<file path="src/rtl/twi_watch_pkg.sv">
package twi_watch_pkg;

    typedef enum logic [1:0] {
        ST_IDLE    = 2'd0,
        ST_BUSY    = 2'd1,
        ST_HOLDOFF = 2'd2
    } watch_state_e;

    localparam int LINE_SDA = 0;
    localparam int LINE_SCL = 1;
    localparam int N_LINES  = 2;

endpackage

</file>
<file path="src/rtl/twi_line_filter.sv">
module twi_line_filter #(
    parameter int SYNC_STAGES = 2,
    parameter int WIN         = 3
) (
    input  logic clk,
    input  logic rst_n,
    input  logic line_i,
    output logic line_o
);
    localparam int CW   = $clog2(WIN + 1);
    localparam int HALF = WIN / 2;

    logic [SYNC_STAGES-1:0] sync_q;
    logic [WIN-1:0]         win_q;
    logic [CW-1:0]          ones;
    logic                   line_q;

    // metastability guard, idle bus level is high
    always_ff @(posedge clk or negedge rst_n) begin
        if (!rst_n) sync_q <= '1;
        else        sync_q <= {sync_q[SYNC_STAGES-2:0], line_i};
    end

    // sliding sample window
    always_ff @(posedge clk or negedge rst_n) begin
        if (!rst_n) win_q <= '1;
        else        win_q <= {win_q[WIN-2:0], sync_q[SYNC_STAGES-1]};
    end

    always_comb begin
        ones = '0;
        for (int i = 0; i < WIN; i++) begin
            ones = ones + CW'(win_q[i]);
        end
    end

    always_ff @(posedge clk or negedge rst_n) begin
        if (!rst_n) line_q <= 1'b1;
        else        line_q <= (ones > CW'(HALF));
    end

    assign line_o = line_q;

endmodule

</file>
<file path="src/rtl/twi_edge_classify.sv">
module twi_edge_classify (
    input  logic clk,
    input  logic rst_n,
    input  logic sda_f,
    input  logic scl_f,
    output logic start_evt,
    output logic stop_evt
);
    logic sda_q;
    logic scl_q;

    always_ff @(posedge clk or negedge rst_n) begin
        if (!rst_n) begin
            sda_q <= 1'b1;
            scl_q <= 1'b1;
        end else begin
            sda_q <= sda_f;
            scl_q <= scl_f;
        end
    end

    // data edge with the clock held high on both samples
    always_comb begin
        start_evt = scl_q & scl_f & sda_q & ~sda_f;
        stop_evt  = scl_q & scl_f & ~sda_q & sda_f;
    end

endmodule

</file>
<file path="src/rtl/twi_gap_timer.sv">
module twi_gap_timer #(
    parameter int FREE_W = 16
) (
    input  logic              clk,
    input  logic              rst_n,
    input  logic              load,
    input  logic              run,
    input  logic [FREE_W-1:0] load_val,
    output logic              expired
);
    logic [FREE_W-1:0] cnt_q;

    always_ff @(posedge clk or negedge rst_n) begin
        if (!rst_n) begin
            cnt_q <= '0;
        end else if (load) begin
            cnt_q <= load_val;
        end else if (run && (cnt_q != '0)) begin
            cnt_q <= cnt_q - 1'b1;
        end
    end

    assign expired = (cnt_q == '0);

endmodule

</file>
<file path="src/rtl/twi_bus_watch.sv">
module twi_bus_watch
    import twi_watch_pkg::*;
#(
    parameter int FREE_W      = 16,
    parameter int SYNC_STAGES = 2,
    parameter int MAJ_WIN     = 3
) (
    input  logic              clk,
    input  logic              rst_n,
    input  logic              sda_i,
    input  logic              scl_i,
    input  logic [FREE_W-1:0] free_cycles_i,
    output logic              start_o,
    output logic              rstart_o,
    output logic              stop_o,
    output logic              busy_o
);
    logic [N_LINES-1:0] raw_lines;
    logic [N_LINES-1:0] flt_lines;
    logic               start_evt;
    logic               stop_evt;
    logic               gap_done;
    watch_state_e       state_q;
    watch_state_e       state_d;

    assign raw_lines[LINE_SDA] = sda_i;
    assign raw_lines[LINE_SCL] = scl_i;

    for (genvar g = 0; g < N_LINES; g++) begin : g_line
        twi_line_filter #(
            .SYNC_STAGES (SYNC_STAGES),
            .WIN         (MAJ_WIN)
        ) i_filter (
            .clk    (clk),
            .rst_n  (rst_n),
            .line_i (raw_lines[g]),
            .line_o (flt_lines[g])
        );
    end

    twi_edge_classify i_classify (
        .clk       (clk),
        .rst_n     (rst_n),
        .sda_f     (flt_lines[LINE_SDA]),
        .scl_f     (flt_lines[LINE_SCL]),
        .start_evt (start_evt),
        .stop_evt  (stop_evt)
    );

    twi_gap_timer #(
        .FREE_W (FREE_W)
    ) i_gap (
        .clk      (clk),
        .rst_n    (rst_n),
        .load     (stop_evt),
        .run      (state_q == ST_HOLDOFF),
        .load_val (free_cycles_i),
        .expired  (gap_done)
    );

    // next-state logic; start outranks gap expiry
    always_comb begin
        state_d = state_q;
        unique case (state_q)
            ST_IDLE: begin
                if (start_evt) state_d = ST_BUSY;
            end
            ST_BUSY: begin
                if (stop_evt) state_d = ST_HOLDOFF;
            end
            ST_HOLDOFF: begin
                if (start_evt)     state_d = ST_BUSY;
                else if (stop_evt) state_d = ST_HOLDOFF;
                else if (gap_done) state_d = ST_IDLE;
            end
            default: state_d = ST_IDLE;
        endcase
    end

    always_ff @(posedge clk or negedge rst_n) begin
        if (!rst_n) state_q <= ST_IDLE;
        else        state_q <= state_d;
    end

    always_ff @(posedge clk or negedge rst_n) begin
        if (!rst_n) begin
            start_o  <= 1'b0;
            rstart_o <= 1'b0;
            stop_o   <= 1'b0;
            busy_o   <= 1'b0;
        end else begin
            start_o  <= start_evt && (state_q != ST_BUSY);
            rstart_o <= start_evt && (state_q == ST_BUSY);
            stop_o   <= stop_evt;
            busy_o   <= (state_d != ST_IDLE);
        end
    end

endmodule

</file>
<file path="config.mk">
export PLATFORM = sky130hd
export DESIGN_NAME = twi_bus_watch
export DESIGN_NICKNAME = d
export VERILOG_FILES = /design/src/rtl/twi_watch_pkg.sv /design/src/rtl/twi_line_filter.sv /design/src/rtl/twi_edge_classify.sv /design/src/rtl/twi_gap_timer.sv /design/src/rtl/twi_bus_watch.sv
export SDC_FILE = /design/constraint.sdc
export NUM_CORES = 1
export LEC_CHECK = 0
export CORE_MARGIN = 2
export CORE_UTILIZATION = 42
export DETAILED_ROUTE_END_ITERATION = 10
export PLACE_DENSITY = 0.73
export SYNTH_ARGS = -nofsm -noshare
export SYNTH_HDL_FRONTEND = slang
export SYNTH_SLANG_ARGS = --single-unit
</file>
<file path="constraint.sdc">
create_clock -name clk -period 1.8 [get_ports clk]
set_clock_uncertainty 0.05 [all_clocks]
set_input_delay 0.27 -clock clk [delete_from_list [all_inputs] [get_ports clk]]
set_output_delay 0.27 -clock clk [all_outputs]
set_load 0.005 [all_outputs]
</file>
==> impl_metrics.ini, run 1 <==
[timing]
final_max_slew_viol_count = 0
fin_crit_sh_pct = 101
rsz0062_at_grt = yes
min_period_ns = 1.81
hold_viol_final = 0
timing.final.ws_setup_ns = -0.0113
worstMarginPinSlew_ns = 0.449
maxSlewHeadroom_pct = 70.1
fmax_ghz = 0.552
setup_viol = 1

[cells_and_area]
drive_gt1_share_pct = 35.1
num-fill-cells = 323
most-common-layout-cells = buf_4 (26), clkdlybuf4s50_1 (23), dfrtp_1 (20)
multiInputGateArea_um2 = 841
syn2layout_area_growth_pct = 38.4
finalNetCount = 228
regArea_um2 = 921
layout_commonest_cell = buf_4
utilization_pct = 59.5
antenna-diode-count = 0

[clock_network]
cts_root_buf = clkbuf_8
h-tree-depth = 2
tritoncts = done
cts_hold_buf = 0
cts_num_sinks = 36
cts_buffer_depth = 2
cts_buffers = 5
clkLatencyLatePin_ns = 0.29
path_clk_slew_ns = 0.07

[floorplanning]
die-area_um2 = 4600
core.rowCount = 23
start_util_pct = 43.0
fp.dieW_um = 67.8
coreArea_um2 = 3970
die_y_um = 67.8
num_io_pins = 24

[setup_path]
critPathMaxStageDelay_ns = 0.50
ff2ff_path_depth = 5
cp-end-kind = register
crit_chain = nor4_4 > buf_4 > o311ai_4 > or4_1 > a31oi_1
required_ns = 1.96
cp_max_fo = 6
critPathSlowestCell = or4_1
rr_endpoint = i_gap.cnt_q[15]$_DFFE_PN0P_
path_class = register to register
critPathLaunchType = register
rr_startpoint = i_gap.cnt_q[8]$_DFFE_PN0P_
cp.arrival_ns = 1.97
ff2ff_setup_slack_ns = -0.01

[worst_hold_path]
min_path_type = register to register
worst_hold_path.num_cells = 0
min_to = g_line[1].i_filter.win_q[0]$_DFF_PN1_
hp-start = g_line[1].i_filter.sync_q[1]$_DFF_PN1_

[detailed_routing]
dr.pass1.iters = 4
drc = 0
drt_wl_total_um = 3970
num_vias = 1435
vias_per_cell = 5.63
ant_nets = 0
drt_iter0_drc = 114
wl_per_cell_um = 15.6

[pwr]
combPwrFrac_pct = 29.3
p_switching_uw = 887
vdd_drop_max_mv = 0.579
power.total_mw = 2.70
p_per_area_nw_per_um2 = 1140
pwr-share-seq_pct = 47.7
p_int_mw = 1.81
netSwitchingFraction_pct = 32.9
p_clk_share_pct = 23.1
p_leak_nw = 0.933

[logic_synthesis]
ys_seq_area_share_pct = 53.7
synth_area_um2 = 1710
ys_warn_count = 0
syn_inst = 152
syn_nets = 176
ys_types = 39
synth-main-ff-cell = dfrtp_1
synth_edf_count = 0
yosys_register_bits = 36
avgSynthCellArea_um2 = 11.2
ys_async_sr_fraction_pct = 100

[grt]
grt_pass1_wl_um = 6430
grt_pass1_vias = 1346
grt_use_total_pct = 19.2
grt_max_degree = 37
grt_antenna_before_repair = 0
grt_overflow = 0

[run]
drv_cap = 0

[place]
dp_hpwl_um = 2660
portBuffers = 23
gp_congestion = 0.827

[run_status]
status = finished with violations
violations = negative setup slack
state kept, by name, summed over array words and instances, names as in the netlist, 2 cells and up:
register                flops
g_line.i_filter.win_q       6
i_gap.cnt_q                16
g_line.i_filter.sync_q      4
g_line.i_filter.line_o      2
state_q                     2
power by group through the flow:
stage          sequential [mW]  combinational [mW]  clock (mW)
6_report                  1.28               0.789       0.622
5_1_grt                   1.31               0.890       0.691
4_1_cts                   1.28               0.668       0.646
2_1_floorplan             1.24               0.397           0
3_5_place_dp              1.29               0.621           0
3_3_place_gp              1.26               0.588           0
through the flow:
stage | setup slack [ns] | area, µm² | hold WS (ns) | TNS [ns] | instances
6_report | -0.0113 | 2360 | 0.306 | -0.0113 | 255
5_1_grt | -0.0968 | 2360 | 0.309 | -0.561 | 255
4_1_cts | 0.00328 | 2250 | 0.307 | 0 | 247
3_5_place_dp | -0.0714 | 2110 | 0.297 | -0.234 | 236
3_3_place_gp | 0.0272 | 2110 | 0.295 | 0 | 236
2_1_floorplan | 0.0149 | 1730 | -0.0756 | 0 | 152
per-layer routing:
layer	GRT usage, %	part of all wire [%]	wire length, µm	vias to the layer above
met5	0	0	0	-
met4	7.75	1.3	51	0
met3	5.17	4.8	189	5
met2	31.0	51	2010	40
met1	24.6	43	1720	706
li1	-	-	-	684
worst max path at each step:
stage | slack [ns] | startpoint | cells after the start | endpoint
4_1_cts | 0.003 | i_gap.cnt_q[1]$_DFFE_PN0P_ | 6 | i_gap.cnt_q[9]$_DFFE_PN0P_
2_1_floorplan | 0.01 | i_gap.cnt_q[1]$_DFFE_PN0P_ | 7 | i_gap.cnt_q[9]$_DFFE_PN0P_
5_1_grt | -0.1 | i_gap.cnt_q[8]$_DFFE_PN0P_ | 7 | i_gap.cnt_q[4]$_DFFE_PN0P_
3_3_place_gp | 0.03 | i_gap.cnt_q[9]$_DFFE_PN0P_ | 4 | i_gap.cnt_q[15]$_DFFE_PN0P_
6_report | -0.01 | i_gap.cnt_q[8]$_DFFE_PN0P_ | 5 | i_gap.cnt_q[15]$_DFFE_PN0P_
3_5_place_dp | -0.07 | i_gap.cnt_q[9]$_DFFE_PN0P_ | 5 | i_gap.cnt_q[10]$_DFFE_PN0P_
cell families (layout without fill, tap and decap cells):
logic type,after synthesis,in the layout,synth area share (%)
AOI/OAI and AO/OA,35,35,15.2
adders and majority gates,4,4,2.93
buffers and inverters,8,61,1.76
DFF,36,36,53.7
and+or+nand+nor,69,69,26.4
timing repair:
item | CTS | global route
buffers inserted | 3 | 9
pin swaps | 5 | 14
setup endpoints to repair | 8 | 17
resized for setup | 4 | 16
synth_stat cells, types with 2 or more instances:
cell / instances / area share [%]
nor3_1: 2 / 0.59
nand4b_1: 5 / 2.6
nand2b_1: 2 / 0.73
o211ai_1: 7 / 3.1
clkbuf_1: 4 / 0.88
ha_1: 4 / 2.9
inv_1: 3 / 0.66
o31ai_1: 5 / 2.2
nor2b_1: 3 / 1.1
nand2_1: 10 / 2.2
nand4_1: 2 / 0.73
a31oi_1: 7 / 2.6
or4_1: 7 / 3.1
dfrtp_1: 22 / 32
nand3_1: 7 / 2.0
nor4_4: 2 / 2.5
a21o_1: 3 / 1.3
dfstp_2: 14 / 22
and2_1: 2 / 0.73
a311oi_1: 2 / 1.0
a21oi_1: 3 / 0.88
or3_1: 2 / 0.73
nor2_1: 14 / 3.1
and4_2: 2 / 1.2
o21ai_0: 4 / 1.2
critical path: cells and delay by family, from the launching register on:
family          cells  cell delay (ns)
simple gates        2             0.75
flops               1             0.43
compound gates      2             0.31
buf+inv             1             0.18
area by class of cell:
cell class | instances | area share [%]
sequential | 36 | 38.9
inverter | 4 | 0.635
clock buffer | 8 | 4.23
timing repair buffer | 49 | 18.0
multi-input combinational | 108 | 35.6
tap | 50 | 2.65
(Power assumes the default switching activity.)
==> run 2: changes to the inputs <==
CORE_MARGIN = 1   (was 2)
CTS_CLUSTER_DIAMETER = 150   (was default)
==> run 2 against run 1 <==
The flow still finishes with violations (negative setup slack). Clock power increased by 13%. Cell count up 0.39%. Fmax fell by 1.1%. Sequential power hardly changed. Core utilization up 3.4 points. Via count increased by 3.6%. Register-to-register slack worse by 0.02 ns. Design area is 0.42% higher. Clock-buffer cell count shrank 3. Worst hold slack worse by 0.013 ns. Combinational power is 12% higher. Critical path depth did not move. Highest routed layer unchanged.
==> impl_metrics.ini, run 2 (same netlist as run 1, synthesis figures left out) <==
[place]
dpl_cell_area_um2 = 2110
dp_hpwl_um = 2660
portBuffers = 23
post-place-ws_ns = -0.0929
dp_cells = 235
gp_congestion = 0.908

[clock_network]
tritoncts = done
cts_buffers = 5
clkLatencyLatePin_ns = 0.29
cts_hold_buf = 0
cts_root_buf = clkbuf_8
cts_buffer_depth = 2
h-tree-depth = 2
cts_num_sinks = 36
path_clk_slew_ns = 0.07

[cells_and_area]
finish.instance_area_um2 = 2370
top_regs = i_gap.cnt_q: 16 flops, g_line.i_filter.win_q: 6 flops, g_line.i_filter.sync_q: 4 flops
most-common-layout-cells = buf_4 (27), clkdlybuf4s50_1 (23), dfrtp_1 (21)
largest_reg_flops = 16
drive_gt1_share_pct = 34.1
antenna-diode-count = 0
regMostFlops = i_gap.cnt_q
layout_commonest_cell = buf_4
finalNetCount = 231
layout.cells.non_filler = 256
num-fill-cells = 299
syn2layout_area_growth_pct = 38.9

[grt]
grt_use_total_pct = 20.4
grt_pass1_wl_um = 6510
grt_antenna_before_repair = 0
grt_max_degree = 23
grt_pass1_vias = 1435
grt_overflow = 0

[timing]
tns_ns = -0.0511
hold_viol_final = 0
min_period_ns = 1.83
final_max_slew_viol_count = 0
fin_crit_sh_pct = 102
rsz0062_at_grt = yes
setup_viol = 2
fmax_ghz = 0.546
worstMarginPinSlew_ns = 0.366
timing.final.ws_setup_ns = -0.0314
maxSlewHeadroom_pct = 75.5

[pwr]
power.total_mw = 2.84
p_leak_nw = 0.950
vdd_drop_max_mv = 0.830
p_per_area_nw_per_um2 = 1200

[detailed_routing]
wl_per_cell_um = 15.9
ant_nets = 0
num_vias = 1486
vias_per_cell = 5.80
drt_iter0_drc = 52
drc = 0
dr.pass1.iters = 4
drt_wl_total_um = 4070

[setup_path]
cp.arrival_ns = 1.99
path_delay_family = simple AND/OR/NAND/NOR gates
ff2ff_path_depth = 5
setup.worst_path.end = i_gap.cnt_q[9]$_DFFE_PN0P_
ff2ff_setup_slack_ns = -0.03
critPathLaunchType = register
cp-end-kind = register
startpoint = i_gap.cnt_q[0]$_DFFE_PN0P_
required_ns = 1.96
critPathMaxStageDelay_ns = 0.45
critPathSlowestCell = or3_2
rr_endpoint = i_gap.cnt_q[9]$_DFFE_PN0P_
cp_max_fo = 3
path_buf_inv = 1
worst-path-stages = 5
path_class = register to register
rr_startpoint = i_gap.cnt_q[0]$_DFFE_PN0P_
crit_chain = buf_6 > nor4b_4 > nand4b_1 > or3_2 > a31oi_2

[run_status]
status = finished with violations
violations = negative setup slack

[floorplanning]
num_io_pins = 24
fp.dieW_um = 65.8
start_util_pct = 45.3
die_y_um = 65.8
core.rowCount = 22
coreArea_um2 = 3770
die-area_um2 = 4330

[worst_hold_path]
min_path_type = primary input to asynchronous set/reset pin

[run]
drv_cap = 0
## run 2: layer usage
layer	GRT usage, %	part of all wire (%)	up-vias
li1	-	-	691
met1	24.2	41	739
met2	33.3	50	45
met3	6.72	5.1	11
met4	9.24	2.9	0
met5	0	0	-
## run 2: stage by stage
step / hold slack, ns / utilization, %
floorplan: -0.0756 / -
global placement: 0.296 / 56.1
detailed placement: 0.298 / 56.1
CTS: 0.288 / 60.7
global route: 0.299 / 63.0
finish: 0.293 / 63.0
## run 2: worst min-delay path by stage
stage	slack, ns	end	cells past startpoint
after floorplan	-0.08	busy_o$_DFF_PN0_	0
after global placement	0.30	g_line[1].i_filter.win_q[0]$_DFF_PN1_	0
after detailed placement	0.30	g_line[1].i_filter.win_q[0]$_DFF_PN1_	0
after CTS	0.29	i_gap.cnt_q[15]$_DFFE_PN0P_	2
after global routing	0.30	i_gap.cnt_q[15]$_DFFE_PN0P_	2
final	0.29	i_gap.cnt_q[15]$_DFFE_PN0P_	2
## run 2: power breakdown
group          internal [mW]  switching, mW
clock network          0.410          0.291
registers               1.02          0.241
logic                  0.493          0.387
total                   1.92          0.919
## run 2: repair_timing
item | CTS | global route
pin swaps | 3 | 10
endpoints found under the setup margin | 8 | 15
gates cloned | 0 | 0
resized for setup | 6 | 9
setup buffers | 5 | 8
## run 2: layout make-up
cell class	count	area, µm²	share of cell area [%]
clock buffer	5	68.8	2.90
multi-input combinational	108	813	34.2
clock inverter	3	42.5	1.79
sequential	36	920	38.7
inverter	4	15.0	0.632
tap	48	60.1	2.53
timing repair buffer	52	455	19.2
